<file path="src/rtl/pit_pkg.sv">
package pit_pkg;
  localparam int unsigned PIT_DIV    = 16;
  localparam int unsigned PIT_CNT_W  = 20;
  localparam int unsigned PIT_PIC_W  = 12;
  localparam int unsigned PIT_DATA_W = 32;
  localparam int unsigned PIT_ADDR_W = 6;

  localparam int unsigned OFS_MODE = 'h00;
  localparam int unsigned OFS_STAT = 'h04;
  localparam int unsigned OFS_ACK  = 'h08;
  localparam int unsigned OFS_IMG  = 'h0C;

  localparam int unsigned RUN_BIT  = 24;
  localparam int unsigned IEN_BIT  = 25;
  localparam int unsigned FLAG_BIT = 0;
endpackage

</file>
<file path="src/rtl/pit_prescaler.sv">
module pit_prescaler #(
  parameter int unsigned DIV = pit_pkg::PIT_DIV
) (
  input  logic clk_i,
  input  logic rst_ni,
  input  logic run_i,
  output logic tick_o
);
  localparam int unsigned W = (DIV > 1) ? $clog2(DIV) : 1;
  localparam logic [W-1:0] LAST = W'(DIV - 1);

  logic [W-1:0] div_q;

  always_ff @(posedge clk_i or negedge rst_ni) begin
    if (!rst_ni)              div_q <= '0;
    else if (!run_i)          div_q <= '0;
    else if (div_q == LAST)   div_q <= '0;
    else                      div_q <= div_q + 1'b1;
  end

  assign tick_o = run_i && (div_q == LAST);

  generate
    if (DIV > 1) begin : g_spacing
      assert_tick_spacing_R3: assert property (@(posedge clk_i) disable iff (!rst_ni)
        tick_o |=> !tick_o);
    end
  endgenerate
endmodule

</file>
<file path="src/rtl/pit_interval.sv">
module pit_interval #(
  parameter int unsigned CNT_W = pit_pkg::PIT_CNT_W,
  parameter int unsigned PIC_W = pit_pkg::PIT_PIC_W
) (
  input  logic             clk_i,
  input  logic             rst_ni,
  input  logic             tick_i,
  input  logic             ack_i,
  input  logic [CNT_W-1:0] period_i,
  output logic [CNT_W-1:0] cnt_o,
  output logic [PIC_W-1:0] pic_o,
  output logic             flag_o
);
  localparam logic [PIC_W-1:0] PIC_MAX = {PIC_W{1'b1}};

  logic [CNT_W-1:0] cnt_q;
  logic [PIC_W-1:0] pic_q;
  logic             flag_q;
  logic             wrap;

  assign wrap = tick_i && (cnt_q == period_i);

  always_ff @(posedge clk_i or negedge rst_ni) begin
    if (!rst_ni) begin
      cnt_q  <= '0;
      pic_q  <= '0;
      flag_q <= 1'b0;
    end else begin
      if (tick_i) cnt_q <= wrap ? '0 : cnt_q + 1'b1;
      // wrap outranks a simultaneous acknowledge
      if (wrap) begin
        flag_q <= 1'b1;
        if (ack_i)                pic_q <= PIC_W'(1);
        else if (pic_q != PIC_MAX) pic_q <= pic_q + 1'b1;
      end else if (ack_i) begin
        flag_q <= 1'b0;
        pic_q  <= '0;
      end
    end
  end

  assign cnt_o  = cnt_q;
  assign pic_o  = pic_q;
  assign flag_o = flag_q;

  assert_hold_between_ticks_R3: assert property (@(posedge clk_i) disable iff (!rst_ni)
    !tick_i |=> $stable(cnt_q));
  assert_wrap_R4: assert property (@(posedge clk_i) disable iff (!rst_ni)
    (tick_i && cnt_q == period_i) |=> (cnt_q == '0 && flag_q));
  assert_ack_clears_R5: assert property (@(posedge clk_i) disable iff (!rst_ni)
    (ack_i && !tick_i) |=> (!flag_q && pic_q == '0));
  assert_saturate_R9: assert property (@(posedge clk_i) disable iff (!rst_ni)
    (pic_q == PIC_MAX && !ack_i) |=> (pic_q == PIC_MAX));
  assert_collide_R10: assert property (@(posedge clk_i) disable iff (!rst_ni)
    (ack_i && tick_i && cnt_q == period_i) |=> (flag_q && pic_q == PIC_W'(1)));
endmodule

</file>
<file path="src/rtl/pit_regfile.sv">
module pit_regfile #(
  parameter int unsigned ADDR_W = pit_pkg::PIT_ADDR_W,
  parameter int unsigned DATA_W = pit_pkg::PIT_DATA_W,
  parameter int unsigned CNT_W  = pit_pkg::PIT_CNT_W,
  parameter int unsigned PIC_W  = pit_pkg::PIT_PIC_W
) (
  input  logic              clk_i,
  input  logic              rst_ni,
  input  logic              wr_en_i,
  input  logic [ADDR_W-1:0] addr_i,
  input  logic [DATA_W-1:0] wr_data_i,
  input  logic              rd_en_i,
  input  logic [CNT_W-1:0]  cnt_i,
  input  logic [PIC_W-1:0]  pic_i,
  input  logic              flag_i,
  output logic [CNT_W-1:0]  period_o,
  output logic              run_en_o,
  output logic              irq_en_o,
  output logic              ack_o,
  output logic [DATA_W-1:0] rd_data_o
);
  import pit_pkg::*;

  localparam logic [ADDR_W-1:0] A_MODE = ADDR_W'(OFS_MODE);
  localparam logic [ADDR_W-1:0] A_STAT = ADDR_W'(OFS_STAT);
  localparam logic [ADDR_W-1:0] A_ACK  = ADDR_W'(OFS_ACK);
  localparam logic [ADDR_W-1:0] A_IMG  = ADDR_W'(OFS_IMG);

  logic [CNT_W-1:0] period_q;
  logic             run_q, ien_q;
  logic             sel_mode, sel_stat, sel_ack, sel_img;
  logic             unused_wdata;

  assign sel_mode = (addr_i == A_MODE);
  assign sel_stat = (addr_i == A_STAT);
  assign sel_ack  = (addr_i == A_ACK);
  assign sel_img  = (addr_i == A_IMG);
  assign unused_wdata = ^wr_data_i;

  always_ff @(posedge clk_i or negedge rst_ni) begin
    if (!rst_ni) begin
      period_q <= '0;
      run_q    <= 1'b0;
      ien_q    <= 1'b0;
    end else if (wr_en_i && sel_mode) begin
      period_q <= wr_data_i[CNT_W-1:0];
      run_q    <= wr_data_i[RUN_BIT];
      ien_q    <= wr_data_i[IEN_BIT];
    end
  end

  always_comb begin
    rd_data_o = '0;
    if (rd_en_i) begin
      if (sel_mode) begin
        rd_data_o[CNT_W-1:0] = period_q;
        rd_data_o[RUN_BIT]   = run_q;
        rd_data_o[IEN_BIT]   = ien_q;
      end else if (sel_stat) begin
        rd_data_o[FLAG_BIT]  = flag_i;
      end else if (sel_ack || sel_img) begin
        rd_data_o[CNT_W-1:0]    = cnt_i;
        rd_data_o[CNT_W+:PIC_W] = pic_i;
      end
    end
  end

  assign ack_o    = rd_en_i && sel_ack;
  assign period_o = period_q;
  assign run_en_o = run_q;
  assign irq_en_o = ien_q;

  assert_ro_write_R11: assert property (@(posedge clk_i) disable iff (!rst_ni)
    (wr_en_i && !sel_mode) |=> ($stable(period_q) && $stable(run_q) && $stable(ien_q)));
endmodule

</file>
<file path="src/rtl/pit_timer.sv">
module pit_timer #(
  parameter int unsigned DIV    = pit_pkg::PIT_DIV,
  parameter int unsigned ADDR_W = pit_pkg::PIT_ADDR_W,
  parameter int unsigned DATA_W = pit_pkg::PIT_DATA_W,
  parameter int unsigned CNT_W  = pit_pkg::PIT_CNT_W,
  parameter int unsigned PIC_W  = pit_pkg::PIT_PIC_W
) (
  input  logic              clk_i,
  input  logic              rst_ni,
  input  logic              wr_en_i,
  input  logic [ADDR_W-1:0] addr_i,
  input  logic [DATA_W-1:0] wr_data_i,
  input  logic              rd_en_i,
  output logic [DATA_W-1:0] rd_data_o,
  output logic              irq_o
);
  logic [CNT_W-1:0] period, cnt;
  logic [PIC_W-1:0] pic;
  logic             run_en, irq_en, ack, flag, tick, running;

  // disabled timer keeps going until the count is back at zero
  assign running = run_en || (cnt != '0);

  pit_prescaler #(.DIV(DIV)) u_presc (
    .clk_i  (clk_i),
    .rst_ni (rst_ni),
    .run_i  (running),
    .tick_o (tick)
  );

  pit_interval #(.CNT_W(CNT_W), .PIC_W(PIC_W)) u_intv (
    .clk_i    (clk_i),
    .rst_ni   (rst_ni),
    .tick_i   (tick),
    .ack_i    (ack),
    .period_i (period),
    .cnt_o    (cnt),
    .pic_o    (pic),
    .flag_o   (flag)
  );

  pit_regfile #(.ADDR_W(ADDR_W), .DATA_W(DATA_W), .CNT_W(CNT_W), .PIC_W(PIC_W)) u_regs (
    .clk_i     (clk_i),
    .rst_ni    (rst_ni),
    .wr_en_i   (wr_en_i),
    .addr_i    (addr_i),
    .wr_data_i (wr_data_i),
    .rd_en_i   (rd_en_i),
    .cnt_i     (cnt),
    .pic_i     (pic),
    .flag_i    (flag),
    .period_o  (period),
    .run_en_o  (run_en),
    .irq_en_o  (irq_en),
    .ack_o     (ack),
    .rd_data_o (rd_data_o)
  );

  assign irq_o = flag && irq_en;

  assert_stopped_stays_R7: assert property (@(posedge clk_i) disable iff (!rst_ni)
    (!running && !(wr_en_i && addr_i == ADDR_W'(pit_pkg::OFS_MODE)))
      |=> (cnt == '0 && !tick));
  assert_irq_drops_on_ack_R8: assert property (@(posedge clk_i) disable iff (!rst_ni)
    (ack && !tick) |=> !irq_o);
endmodule

</file>
<file path="config.mk">
export PLATFORM = sky130hd
export DESIGN_NAME = pit_timer
export DESIGN_NICKNAME = d
export VERILOG_FILES = /design/src/rtl/pit_pkg.sv /design/src/rtl/pit_prescaler.sv /design/src/rtl/pit_interval.sv /design/src/rtl/pit_regfile.sv /design/src/rtl/pit_timer.sv
export SDC_FILE = /design/constraint.sdc
export NUM_CORES = 1
export LEC_CHECK = 0
export CAP_MARGIN = 15
export CELL_PAD_IN_SITES_DETAIL_PLACEMENT = 1
export CELL_PAD_IN_SITES_GLOBAL_PLACEMENT = 1
export CORE_MARGIN = 4
export CORE_UTILIZATION = 42
export CTS_CLUSTER_SIZE = 14
export DETAILED_ROUTE_END_ITERATION = 8
export GPL_ROUTABILITY_DRIVEN = 0
export PLACE_DENSITY = 0.83
export REMOVE_ABC_BUFFERS = 1
export SLEW_MARGIN = 30
export SYNTH_ARGS = -nofsm -noshare
export SYNTH_HDL_FRONTEND = slang
export SYNTH_SLANG_ARGS = --single-unit
</file>
<file path="constraint.sdc">
create_clock -name clk_i -period 6.5 [get_ports clk_i]
set_input_delay 1.3 -clock clk_i [delete_from_list [all_inputs] [get_ports clk_i]]
set_output_delay 1.3 -clock clk_i [all_outputs]
set_load 0.005 [all_outputs]
</file>
==> impl_results.md, run 1 <==
* Outcome: finished, final reports clean
* WL/cell at 17.8 µm
* Die Span Y at 97.6 µm
* Hold_buf cts at 0
* H-tree depth reported by CTS at 3
* Commonest non-fill, non-tap cell in the layout: clkdlybuf4s50_1
* Peak VDD IR at 0.106 mV
* Number of global-route vias before repair at 3013
* DRC Markers at 0
* Endpoints failing setup at 0
* TritonCTS Buffers at 9
* Final min period at 5.33 ns
* Die ar. at 9530 µm²
* Netlist cell types at 41
* Via count at 2791
* Flops & latches, synth at 59
* Post-synth EDFFs at 0
* Critical-path maximum fanout at 13
* CTS sink cnt at 59
* GRT Overall Usage at between 15 and 20%
* Sequential element share of the synthesized area at 43.8%
* Root Driver: clkbuf_8
* Final WL at 8940 µm
* Ys Warns at 0
* N_diodes at 0
* Top_reg_cell synth: dfrtp_1
* Critical Path AT at 4.03 ns
* Hold crit path type: register to register
* Largest net degree at the start of global routing at 60
* Setup TNS at 0 ns
* Max-cap violations at 0
* Dpl hpwl at about 6400 µm
* CORE AREA at about 7800 µm²
* Buffers inserted by post-CTS timing repair at 0
* Initial antenna violation count at 0
* Power Density at 201 nW/µm²
* Worst Skew at 0.00891 ns
* # resized after CTS at 0
* Layout Nets at approximately 440
* TritonCTS clock tree: yes
* IO Count at 75
* Drt initial violations at roughly 100
* Clk_lat worst skew at 0.34 ns
* Area after DPL at 4030 µm²
* Starting Density at 43.4%
* Tightest Pin Transition at 0.885 ns
* Row cnt at 32
* Leakage Power at 1.84 nW
* WP data required at 5.20 ns
* Mapped Area at 3370 µm²
* RSZ-0062 raised after global routing: false
* Area grow syn2layout at 24.3%
* Clk slew on worst S/H paths at ~0.060 ns
* Total global routing overflow at 0
* Final-report hold violation count at 0
* Synthesized instance count at 346
* Critical path startpoint category: input pin
* Pre-Repair DR Iteration Count at 4
* Post-synth ARST share at 100%
* CTS Buffer Depth at 2
* Crit Path Class: input pin to output port
* Crit. End Element: output port
* First-pass GRT wire length at 15100 µm
* Design area at 4190 µm²
* Commonest non-fill, non-tap cells in the layout: clkdlybuf4s50_1 (63), dfrtp_1 (59), nor2_1 (33)
* Share of cells above drive strength 1 at a little under an eighth
* Post-route ant nets at 0
* Achievable Freq at 188 MHz
* Number of buffers inserted by port buffering at 64
* Synth Area per Inst at 9.75 µm²
* Vias per cell at 5.55
* Slew headroom at 40.9%
* Final period util at 82.0%
* Final Slew Violations at 0
* Utilization after layout at 54.0%
* Die width at slightly below 100 µm
## Yosys cell counts, types with 2 or more instances
master | number | area [µm²]
dfrtp_1 | 59 | 1480
buf_6 | 4 | 45.0
a21oi_1 | 9 | 45.0
nor3_1 | 12 | 60.1
or3_1 | 8 | 50.1
nor4_2 | 2 | 25.0
xor2_1 | 23 | 201
nor4_1 | 13 | 81.3
mux2_2 | 22 | 248
or4_1 | 2 | 15.0
nor2b_1 | 3 | 18.8
nor2_1 | 33 | 124
nand4_1 | 7 | 43.8
buf_4 | 2 | 15.0
buf_1 | 2 | 7.51
nand2_1 | 19 | 71.3
a211oi_1 | 2 | 15.0
ha_1 | 4 | 50.1
buf_2 | 7 | 35.0
and2_1 | 12 | 75.1
xnor2_1 | 16 | 140
and4_1 | 2 | 17.5
o21ai_0 | 8 | 40.0
nand3_1 | 15 | 75.1
a22o_1 | 21 | 184
clkbuf_1 | 13 | 48.8
a21o_1 | 2 | 15.0
inv_1 | 9 | 33.8
and3_1 | 3 | 18.8
## path summary, 6_finish.rpt
path / startpoint / to / slack, ns / depth (start not counted)
worst max-delay path: addr_i[5] / rd_data_o[2] / 1.17 / 7
max in group asynchronous: rst_ni / u_intv.cnt_o[8]$_DFFE_PN0P_ / 4.87 / 2
worst min register to register: u_presc.div_q[0]$_DFF_PN0_ / u_presc.div_q[0]$_DFF_PN0_ / 0.52 / 1
worst max register to register: u_intv.cnt_o[0]$_DFFE_PN0P_ / u_intv.pic_o[6]$_DFFE_PN0P_ / 3.79 / 8
min in group asynchronous: rst_ni / u_intv.pic_o[0]$_DFFE_PN0P_ / 1.12 / 2
worst min-delay path: u_presc.div_q[0]$_DFF_PN0_ / u_presc.div_q[0]$_DFF_PN0_ / 0.52 / 1
## state kept, by name, summed over array words and instances (netlist names)
register,flops
u_regs.irq_en_o,1
u_presc.div_q,4
u_intv.flag_o,1
u_regs.run_en_o,1
u_intv.pic_o,12
u_regs.period_o,20
u_intv.cnt_o,20
## through the flow
stage          std cells  worst slack [ns]  power [mW]  hold slack (ns)
2_1_floorplan        317              2.04       0.503            0.452
3_3_place_gp         488              1.29       0.554            0.472
3_5_place_dp         488              1.19       0.563            0.505
4_1_cts              503              1.12       0.852            0.514
5_1_grt              503             0.959       0.888            0.551
6_report             503              1.17       0.842            0.522
## metal layers
layer  share of wire [%]  global-route usage, %  vias up
li1                    -                      -     1318
met3                 4.4                   3.45       12
met5                   0                      0        -
met2                  51                   33.7       66
met1                  44                   24.8     1395
met4                 1.2                   6.60        0
## logic make-up after synthesis
kind of cell / synth area share (%)
flops: 43.8
compound gates: 10.3
mux: 7.64
buf+inv: 5.64
simple gates: 21.1
fa+ha+maj: 1.48
xor+xnor: 10.1
## cell type report
cell class,count,area [µm²]
flip-flops and latches,59,1480
fillers,887,3570
inverters,9,33.8
clock inverters,3,15.0
multi-input cells,249,1720
well taps,102,128
clock buffers,12,145
repair buffers,69,673
## critical path, cell delays in order
cell	delay (ns)
clkdlybuf4s50_1	0.41
nor4_1	0.49
nand2_1	0.17
nor3_2	0.65
buf_4	0.33
a22o_1	0.17
clkdlybuf4s50_1	0.50
## power by group
group	switching [mW]	internal, mW
registers	0.0371	0.401
logic	0.0546	0.0624
clock network	0.142	0.145
No activity file was read; power rests on OpenSTA's default activity.
==> run 2, diff against run 1 <==
- CORE_UTILIZATION: 42 -> 35
- PLACE_DENSITY: 0.83 -> 0.74
- clock period: 6.5 -> 4.3 ns (I/O delays scaled with it)
==> impl_results.md, run 2 (synthesized netlist as in run 1, its figures left out) <==
* Slew headroom at 38.3% (-2.6 points)
* Crit. End Element: output port
* RSZ-0062 raised after global routing: false
* Final min period at 3.91 ns
* Reg2Reg Depth at 6 (-2)
* H-tree depth reported by CTS at 3 (unchanged)
* TritonCTS clock tree: yes
* Peak VDD IR at 0.126 mV (+20%)
* Tightest Pin Transition at 0.922 ns (+0.0371 ns)
* Pre-Repair DR Iteration Count at 4 (unchanged)
* WP data required at 3.44 ns (-1.76 ns)
* Final WL at 9040 µm (+1.2%)
* Number of buffers inserted by port buffering at 64 (unchanged)
* Die Span Y at 106 µm (+8.8%)
* Utilization after layout at 45.5% (-8.5 points)
* Achievable Freq at 256 MHz
* Starting Density at 36.2% (-7.3 points)
* Outcome: finished, final reports clean
* Commonest non-fill, non-tap cell in the layout: clkdlybuf4s50_1
* Final-report hold violation count at 0 (unchanged)
* CORE AREA at 9330 µm² (+20%)
* Layout Nets at 445 (+0.45%)
* Worst setup slack after layout at 0.394 ns (-0.774 ns)
* Root Driver: clkbuf_8
* Leakage Power at 1.85 nW (+0.75%)
* Area grow syn2layout at 25.8%
* Row cnt at 35 (+9.4%)
* Initial antenna violation count at 0 (unchanged)
* Total global routing overflow at 0 (unchanged)
* Critical-path maximum fanout at 33 (+20)
* Setup WS pre-CTS at 0.388 ns (-0.802 ns)
* Hold_buf cts at 0 (unchanged)
* Largest net degree at the start of global routing at 36 (-40%)
* # resized after CTS at 0 (unchanged)
* Final non-filler cell total at 530 (+5.4%)
* DRC Markers at 0 (unchanged)
* Buffers inserted by post-CTS timing repair at 0 (unchanged)
* Final period util at just over 90%
* CTS sink cnt at 59 (unchanged)
* IO Count at 75 (unchanged)
* CTS Buffer Depth at 2 (unchanged)
* Die width at 106 µm (+8.8%)
* Crit Path Class: input pin to output port
* GRT Overall Usage at 16.7% (-2.9 points)
* Final Slew Violations at 0 (unchanged)
* Worst Skew at 0.00933 ns (+0.000425 ns)
* Vias per cell at 5.17 (-6.9%)
* Critical path startpoint category: input pin
* Endpoints failing setup at 0 (unchanged)
* Post-route ant nets at 0 (unchanged)
* Hold crit path type: input pin to async pin
* Number of global-route vias before repair at 2956 (-1.9%)
* Share of cells above drive strength 1 at 11.0% (-0.50 points)
* N_diodes at 0 (unchanged)
* Critical Path AT at 3.05 ns (-0.98 ns)
* Drt initial violations at 80 (-21%)
* Clk_lat worst skew at 0.33 ns (about the same)
* Max-cap violations at 0 (unchanged)
* Dpl hpwl at 6440 µm (+0.52%)
* Placed cell count at 516 (+5.7%)
* Die ar. at 11300 µm² (+18%)
* Setup TNS at 0 ns (unchanged)
* Commonest non-fill, non-tap cells in the layout: clkdlybuf4s50_1 (63), dfrtp_1 (59), nor2_1 (33)
* First-pass GRT wire length at 14900 µm (-1.6%)
* Clk slew on worst S/H paths at 0.07 ns (about the same)
* Via count at 2738 (-1.9%)
* WL/cell at 17.1 µm (-4.0%)
* Power Density at 297 nW/µm² (+48%)
* TritonCTS Buffers at 9 (unchanged)
* Design Power at 1.26 mW (+50%)
## run 2: cell types whose count changed in the layout (fill, tap and decap cells not counted), sizes merged
cell | before | now
buf | 6 | 8
clkbuf | 12 | 13
clkinv | 3 | 0
## run 2: per-layer routing
metal,global-route usage (%),part of all wire [%],vias up
li1,-,-,1320
met3,3.16,3.5,6
met1,20.2,44,1358
met2,29.8,52,54
met5,0,0,-
met4,5.18,0.84,0
## run 2: critical path, cell delays in order
cell             delay (ns)
clkdlybuf4s50_1        0.42
nor4_1                 0.48
and3_1                 0.22
buf_4                  0.33
a22o_1                 0.23
clkdlybuf4s50_1        0.50
## run 2: cell type report
| type | count | area (µm²) |
|---|---|---|
| multi-input cells | 249 | 1720 |
| inverters | 9 | 33.8 |
| flip-flops and latches | 59 | 1480 |
| well taps | 129 | 161 |
| fillers | 1043 | 5080 |
| repair buffers | 71 | 701 |
| clock buffers | 13 | 149 |
## run 2: where the power goes
group | internal (mW) | leakage, nW | switching [mW]
logic | 0.0965 | 1.01 | 0.0849
registers | 0.606 | 0.769 | 0.0541
clock network | 0.216 | 0.0754 | 0.202
## run 2: metrics by stage
stage          hold slack [ns]  instance area, µm²
2_1_floorplan            0.452                3220
3_3_place_gp             0.471                4080
6_report                 0.408                4250
4_1_cts                  0.510                4230
5_1_grt                  0.412                4250
3_5_place_dp             0.489                4080
## run 2: path summary, 6_finish.rpt
check                                             start                               to  slack (ns)
max                                           addr_i[5]                    rd_data_o[11]        0.39
min                                              rst_ni      u_intv.pic_o[9]$_DFFE_PN0P_        0.41
max reg2reg                u_intv.cnt_o[10]$_DFFE_PN0P_      u_intv.pic_o[7]$_DFFE_PN0P_        1.56
min reg2reg                  u_presc.div_q[3]$_DFF_PN0_       u_presc.div_q[3]$_DFF_PN0_        0.51
max in group asynchronous                        rst_ni  u_regs.period_o[19]$_DFFE_PN0P_        3.04
min in group clk_i           u_presc.div_q[3]$_DFF_PN0_       u_presc.div_q[3]$_DFF_PN0_        0.51
